===== src/rtl/scl_gen_pkg.sv =====
package scl_gen_pkg;

  // System cycles in one bus period.
  function automatic int unsigned f_div(input int unsigned sys_hz, input int unsigned bus_hz);
    return sys_hz / bus_hz;
  endfunction

  // Counts spent in the low half (the shorter half when the ratio is odd).
  function automatic int unsigned f_low_len(input int unsigned div);
    return div / 2;
  endfunction

  // Count at which the mid-low pulse fires.
  function automatic int unsigned f_lo_mid(input int unsigned div);
    return f_low_len(div) / 2;
  endfunction

  // Count at which the mid-high pulse fires.
  function automatic int unsigned f_hi_mid(input int unsigned div);
    return f_low_len(div) + (div - f_low_len(div)) / 2;
  endfunction

  // Width of a counter that holds 0 .. div-1.
  function automatic int unsigned f_cnt_w(input int unsigned div);
    return (div <= 2) ? 1 : $clog2(div);
  endfunction

endpackage


===== src/rtl/scl_phase_ctr.sv =====
module scl_phase_ctr #(
  parameter int unsigned DIV = 125,
  parameter int unsigned CW  = 7
) (
  input  logic          clk,
  input  logic          rst_n,
  input  logic          run,
  output logic [CW-1:0] cnt_q,
  output logic [CW-1:0] cnt_nxt,
  output logic          wrap
);

  localparam logic [CW-1:0] LAST = CW'(DIV - 1);

  assign wrap = (cnt_q == LAST);

  always_comb begin
    if (!run)      cnt_nxt = '0;
    else if (wrap) cnt_nxt = '0;
    else           cnt_nxt = cnt_q + 1'b1;
  end

  always_ff @(posedge clk or negedge rst_n) begin
    if (!rst_n) cnt_q <= '0;
    else        cnt_q <= cnt_nxt;
  end

  // the count never runs past the last phase of a period.
  a_r1_in_range: assert property (@(posedge clk) disable iff (!rst_n)
    cnt_q <= LAST);

  // at the end of a period the count returns to zero.
  a_r1_wrap_zero: assert property (@(posedge clk) disable iff (!rst_n)
    (wrap && run) |=> (cnt_q == '0));

  // run low clears the count.
  a_r7_hold_zero: assert property (@(posedge clk) disable iff (!rst_n)
    !run |=> (cnt_q == '0));

endmodule


===== src/rtl/scl_phase_dec.sv =====
module scl_phase_dec
  import scl_gen_pkg::*;
#(
  parameter int unsigned DIV = 125,
  parameter int unsigned CW  = 7
) (
  input  logic          clk,
  input  logic          rst_n,
  input  logic [CW-1:0] cnt_nxt,
  output logic          scl_q,
  output logic          stb_lo_q,
  output logic          stb_hi_q
);

  localparam logic [CW-1:0] HALF   = CW'(f_low_len(DIV));
  localparam logic [CW-1:0] LO_MID = CW'(f_lo_mid(DIV));
  localparam logic [CW-1:0] HI_MID = CW'(f_hi_mid(DIV));

  // Decode of the count the counter is about to load.
  // The outputs below therefore line up with the counter's register.
  logic hit_lo, hit_hi, in_high;
  assign in_high = (cnt_nxt >= HALF);
  assign hit_lo  = (cnt_nxt == LO_MID);
  assign hit_hi  = (cnt_nxt == HI_MID);

  always_ff @(posedge clk or negedge rst_n) begin
    if (!rst_n) begin
      scl_q    <= 1'b0;
      stb_lo_q <= 1'b0;
      stb_hi_q <= 1'b0;
    end else begin
      scl_q    <= in_high;
      stb_lo_q <= hit_lo;
      stb_hi_q <= hit_hi;
    end
  end

  a_r5_exclusive: assert property (@(posedge clk) disable iff (!rst_n)
    !(stb_lo_q && stb_hi_q));

  a_r3_lo_in_low: assert property (@(posedge clk) disable iff (!rst_n)
    stb_lo_q |-> !scl_q);

  a_r4_hi_in_high: assert property (@(posedge clk) disable iff (!rst_n)
    stb_hi_q |-> scl_q);

  a_r3_lo_single: assert property (@(posedge clk) disable iff (!rst_n)
    stb_lo_q |=> !stb_lo_q);

  a_r4_hi_single: assert property (@(posedge clk) disable iff (!rst_n)
    stb_hi_q |=> !stb_hi_q);

endmodule


===== src/rtl/scl_strobe_gen.sv =====
module scl_strobe_gen
  import scl_gen_pkg::*;
#(
  parameter int unsigned SYS_HZ = 50_000_000,
  parameter int unsigned BUS_HZ = 400_000
) (
  input  logic clk,
  input  logic rst_n,
  input  logic run,
  output logic scl_lvl,
  output logic stb_low,
  output logic stb_high
);

  localparam int unsigned DIV = f_div(SYS_HZ, BUS_HZ);
  localparam int unsigned CW  = f_cnt_w(DIV);

  // a period shorter than four cycles cannot place both mid-points.
  generate
    if (DIV < 4) begin : g_bad_ratio
      $error("scl_strobe_gen: divide ratio %0d is below 4", DIV);
    end
  endgenerate

  logic [CW-1:0] cnt_q;
  logic [CW-1:0] cnt_nxt;
  logic          period_end;

  scl_phase_ctr #(.DIV(DIV), .CW(CW)) i_ctr (
    .clk     (clk),
    .rst_n   (rst_n),
    .run     (run),
    .cnt_q   (cnt_q),
    .cnt_nxt (cnt_nxt),
    .wrap    (period_end)
  );

  scl_phase_dec #(.DIV(DIV), .CW(CW)) i_dec (
    .clk      (clk),
    .rst_n    (rst_n),
    .cnt_nxt  (cnt_nxt),
    .scl_q    (scl_lvl),
    .stb_lo_q (stb_low),
    .stb_hi_q (stb_high)
  );

  // an edge with run low leaves the bus in its low phase, with no pulse.
  a_r7_idle_quiet: assert property (@(posedge clk) disable iff (!rst_n)
    !run |=> (!scl_lvl && !stb_low && !stb_high));

  // the level rises only when the count enters the high half.
  a_r2_rise_at_half: assert property (@(posedge clk) disable iff (!rst_n)
    $rose(scl_lvl) |-> (cnt_q == CW'(f_low_len(DIV))));

  // the level falls only at the start of a period.
  a_r2_fall_at_zero: assert property (@(posedge clk) disable iff (!rst_n)
    $fell(scl_lvl) |-> (cnt_q == '0));

endmodule


===== config.mk =====
export PLATFORM = sky130hd
export DESIGN_NAME = scl_strobe_gen
export DESIGN_NICKNAME = d
export VERILOG_FILES = /design/src/rtl/scl_gen_pkg.sv /design/src/rtl/scl_phase_ctr.sv /design/src/rtl/scl_phase_dec.sv /design/src/rtl/scl_strobe_gen.sv
export SDC_FILE = /design/constraint.sdc
export NUM_CORES = 1
export LEC_CHECK = 0
export CAP_MARGIN = 20
export CORE_AREA = 4 4 41 43
export CTS_CLUSTER_DIAMETER = 60
export DETAILED_ROUTE_END_ITERATION = 10
export DIE_AREA = 0 0 45 47
export SLEW_MARGIN = 20
export SYNTH_ARGS = -nofsm -noshare
export SYNTH_HDL_FRONTEND = slang
export SYNTH_HIERARCHICAL = 1
export SYNTH_SLANG_ARGS = --single-unit

===== constraint.sdc =====
create_clock -name clk -period 2 [get_ports clk]
set_input_delay 0.6 -clock clk [delete_from_list [all_inputs] [get_ports clk]]
set_output_delay 0.6 -clock clk [all_outputs]
set_load 0.05 [all_outputs]

==> run summary <==
Clock Skew - 0.00101 ns
Status - completed
Vias/cell - 5.17
Hold buffer count at cts - 0
Syn Inst Count - 44
Cell count of the worst reg-to-reg path - 8
Synthesized net count - 49
CTS tree - built
I/O Buffers - 5
First-pass GRT wire length - 1.60 mm
NumNets Final - 62
Crit path time final - 1.71 ns
Yosys warns - 6
GRT Total Usage - 10.9%
FF-to-FF Start - i_ctr/cnt_q[0]$_DFF_PN0_
Fin Hold WS - 0.570 ns
Clock-pin transition on the worst setup and hold timing paths - 0.06 ns
Die area - 2120 um^2
Max IR drop VDD - 0.423 mV
CTS Buffer Depth - 2
Core ar. - 1300 um^2
Netlist Area Pre-Place - 483 um^2
Finish-stage setup viols - 0
DP HPWL - 668 um
Worst setup path startpoint - run
Worst setup SP type - input port
Vias in the first global route - 375
Cts repair resizes - 0
Max-slew headroom - 71.1%
Worst min path class - reg -> reg
Worst R2R Setup Slack - 0.31 ns
Worst-path maximum fanout - 5
Die Span Y - 47 um
Drt pass-1 iters - 4
Die width - 45 um
Max-cap viol count - 0
H-tree levels - 1
RSZ-0062 raised after global routing - false
CP arrival - 1.88 ns
Clock Sinks - 10
Post-CTS Setup Repair Bufs - 0
GP Congestion - 0.835
Final ANT Viol Nets - 0
Initial core utilization - 37.1%
GRT overflow - 0
TritonCTS Buffers - 3
Share of cells above drive strength 1 - 26.8%
Largest net degree at the start of global routing - 11
Worst r2r dst - i_dec/stb_hi_q$_DFF_PN0_
Initial antenna violation count - 0
Seq. cell area - 250 um^2
N_diodes - 0
Fin crit share - 85.4%
Routed wire length - 878 um
Max Clock Freq - 0.586 GHz
Worst slew pin tran - 0.432 ns
Pins Over Slew Limit - 0
CP Capture Point - i_dec/stb_hi_q$_DFF_PN0_
Final Hold Fails - 0
Multi-input logic area - 218 um^2
P_leak - 0.260 nW
Worst Setup End Kind - flop
WL per Instance - 12.4 um
# fillers - 140
Worst-skew pair later-pin latency - 0.26 ns
Setup TNS Final - 0 ns
Crit path kind - in -> reg
CP Data Required Time - 2.17 ns
Avg Cell Area, Syn - 11.0 um^2
IO Pins - 6
Synth-to-Final Area Change - 24.9%
DRC Markers - 0
Root buf cell - clkbuf_4
Detailed-route via count - 367
DRT iter0 DRCs - 3
PD cells - 711 nW/um^2
Std-Cell Rows - 13
==> power breakdown <==
group	switching, W	internal, W	total [W]
Combinational	0.0000215	0.0000155	0.0000370
Clock	0.0000674	0.000110	0.000178
Sequential	0.00000717	0.000207	0.000214
Total	0.0000960	0.000333	0.000429
==> state kept, by name, indices dropped and copies added, names as in the netlist <==
name and count:
i_dec/stb_hi_q 1, i_ctr/cnt_q 7, i_dec/stb_lo_q 1, i_dec/scl_q 1
==> worst min-delay path by stage <==
stage                                        start                       end  slack [ns]  cells past startpoint
after floorplan                              rst_n  i_ctr/cnt_q[0]$_DFF_PN0_        0.30                      0
final                     i_ctr/cnt_q[0]$_DFF_PN0_  i_ctr/cnt_q[0]$_DFF_PN0_        0.57                      1
after CTS                 i_ctr/cnt_q[0]$_DFF_PN0_  i_ctr/cnt_q[0]$_DFF_PN0_        0.58                      1
after detailed placement  i_ctr/cnt_q[0]$_DFF_PN0_  i_ctr/cnt_q[0]$_DFF_PN0_        0.57                      1
after global routing      i_ctr/cnt_q[0]$_DFF_PN0_  i_ctr/cnt_q[0]$_DFF_PN0_        0.62                      1
after global placement    i_ctr/cnt_q[0]$_DFF_PN0_  i_ctr/cnt_q[0]$_DFF_PN0_        0.57                      1
==> routing by layer <==
| layer | GRT usage, % | up-vias | part of all wire (%) | routed length [um] |
|---|---|---|---|---|
| met5 | 0 | - | 0 | 0 |
| met4 | 8.77 | 0 | 1.5 | 13 |
| met3 | 3.07 | 2 | 4.8 | 42 |
| met2 | 17.5 | 6 | 47 | 414 |
| met1 | 12.1 | 182 | 46 | 406 |
| li1 | - | 177 | - | - |
==> per-stage QoR <==
step                      setup slack (ns)  cell area, um^2  std cells  power [W]  utilization, %
after floorplan                      0.558              483         44   0.000238               -
after global placement             0.00814              567         67   0.000255            43.6
after detailed placement            0.0148              567         67   0.000255            43.6
after CTS                            0.288              603         71   0.000439            46.3
after global routing                 0.148              603         71   0.000451            46.3
final                                0.293              603         71   0.000429            46.3
==> critical path, cell delays in order <==
cell and delay [ns]:
clkdlybuf4s50_1 0.56, o21ai_2 0.12, nor2_1 0.19, nand3_2 0.14, nor4b_2 0.26
==> placed cells by master, fill, tap and decap left out <==
cell	instances
nand2b_1	1
a22oi_1	1
o21bai_1	1
nand4b_1	1
nand2_1	1
nand4_1	1
inv_1	4
nor4b_2	1
nand3b_1	1
clkbuf_8	1
o21ai_0	2
ha_1	2
xor2_1	2
nor2_1	6
o21ai_2	1
buf_4	6
clkbuf_4	3
nor4_2	1
clkdlybuf4s50_1	2
dfrtp_1	10
o211ai_1	2
nand3_2	2
xnor2_1	1
nand3_1	3
==> cell type report <==
cell class                      instances  share of cell area, %
Multi-Input combinational cell         30                   36.1
Inverter                                4                   2.49
Sequential cell                        10                   41.5
Timing Repair Buffer                    8                   10.8
Tap cell                               15                   3.11
Clock buffer                            4                   6.02
(Power assumes the default switching activity.)
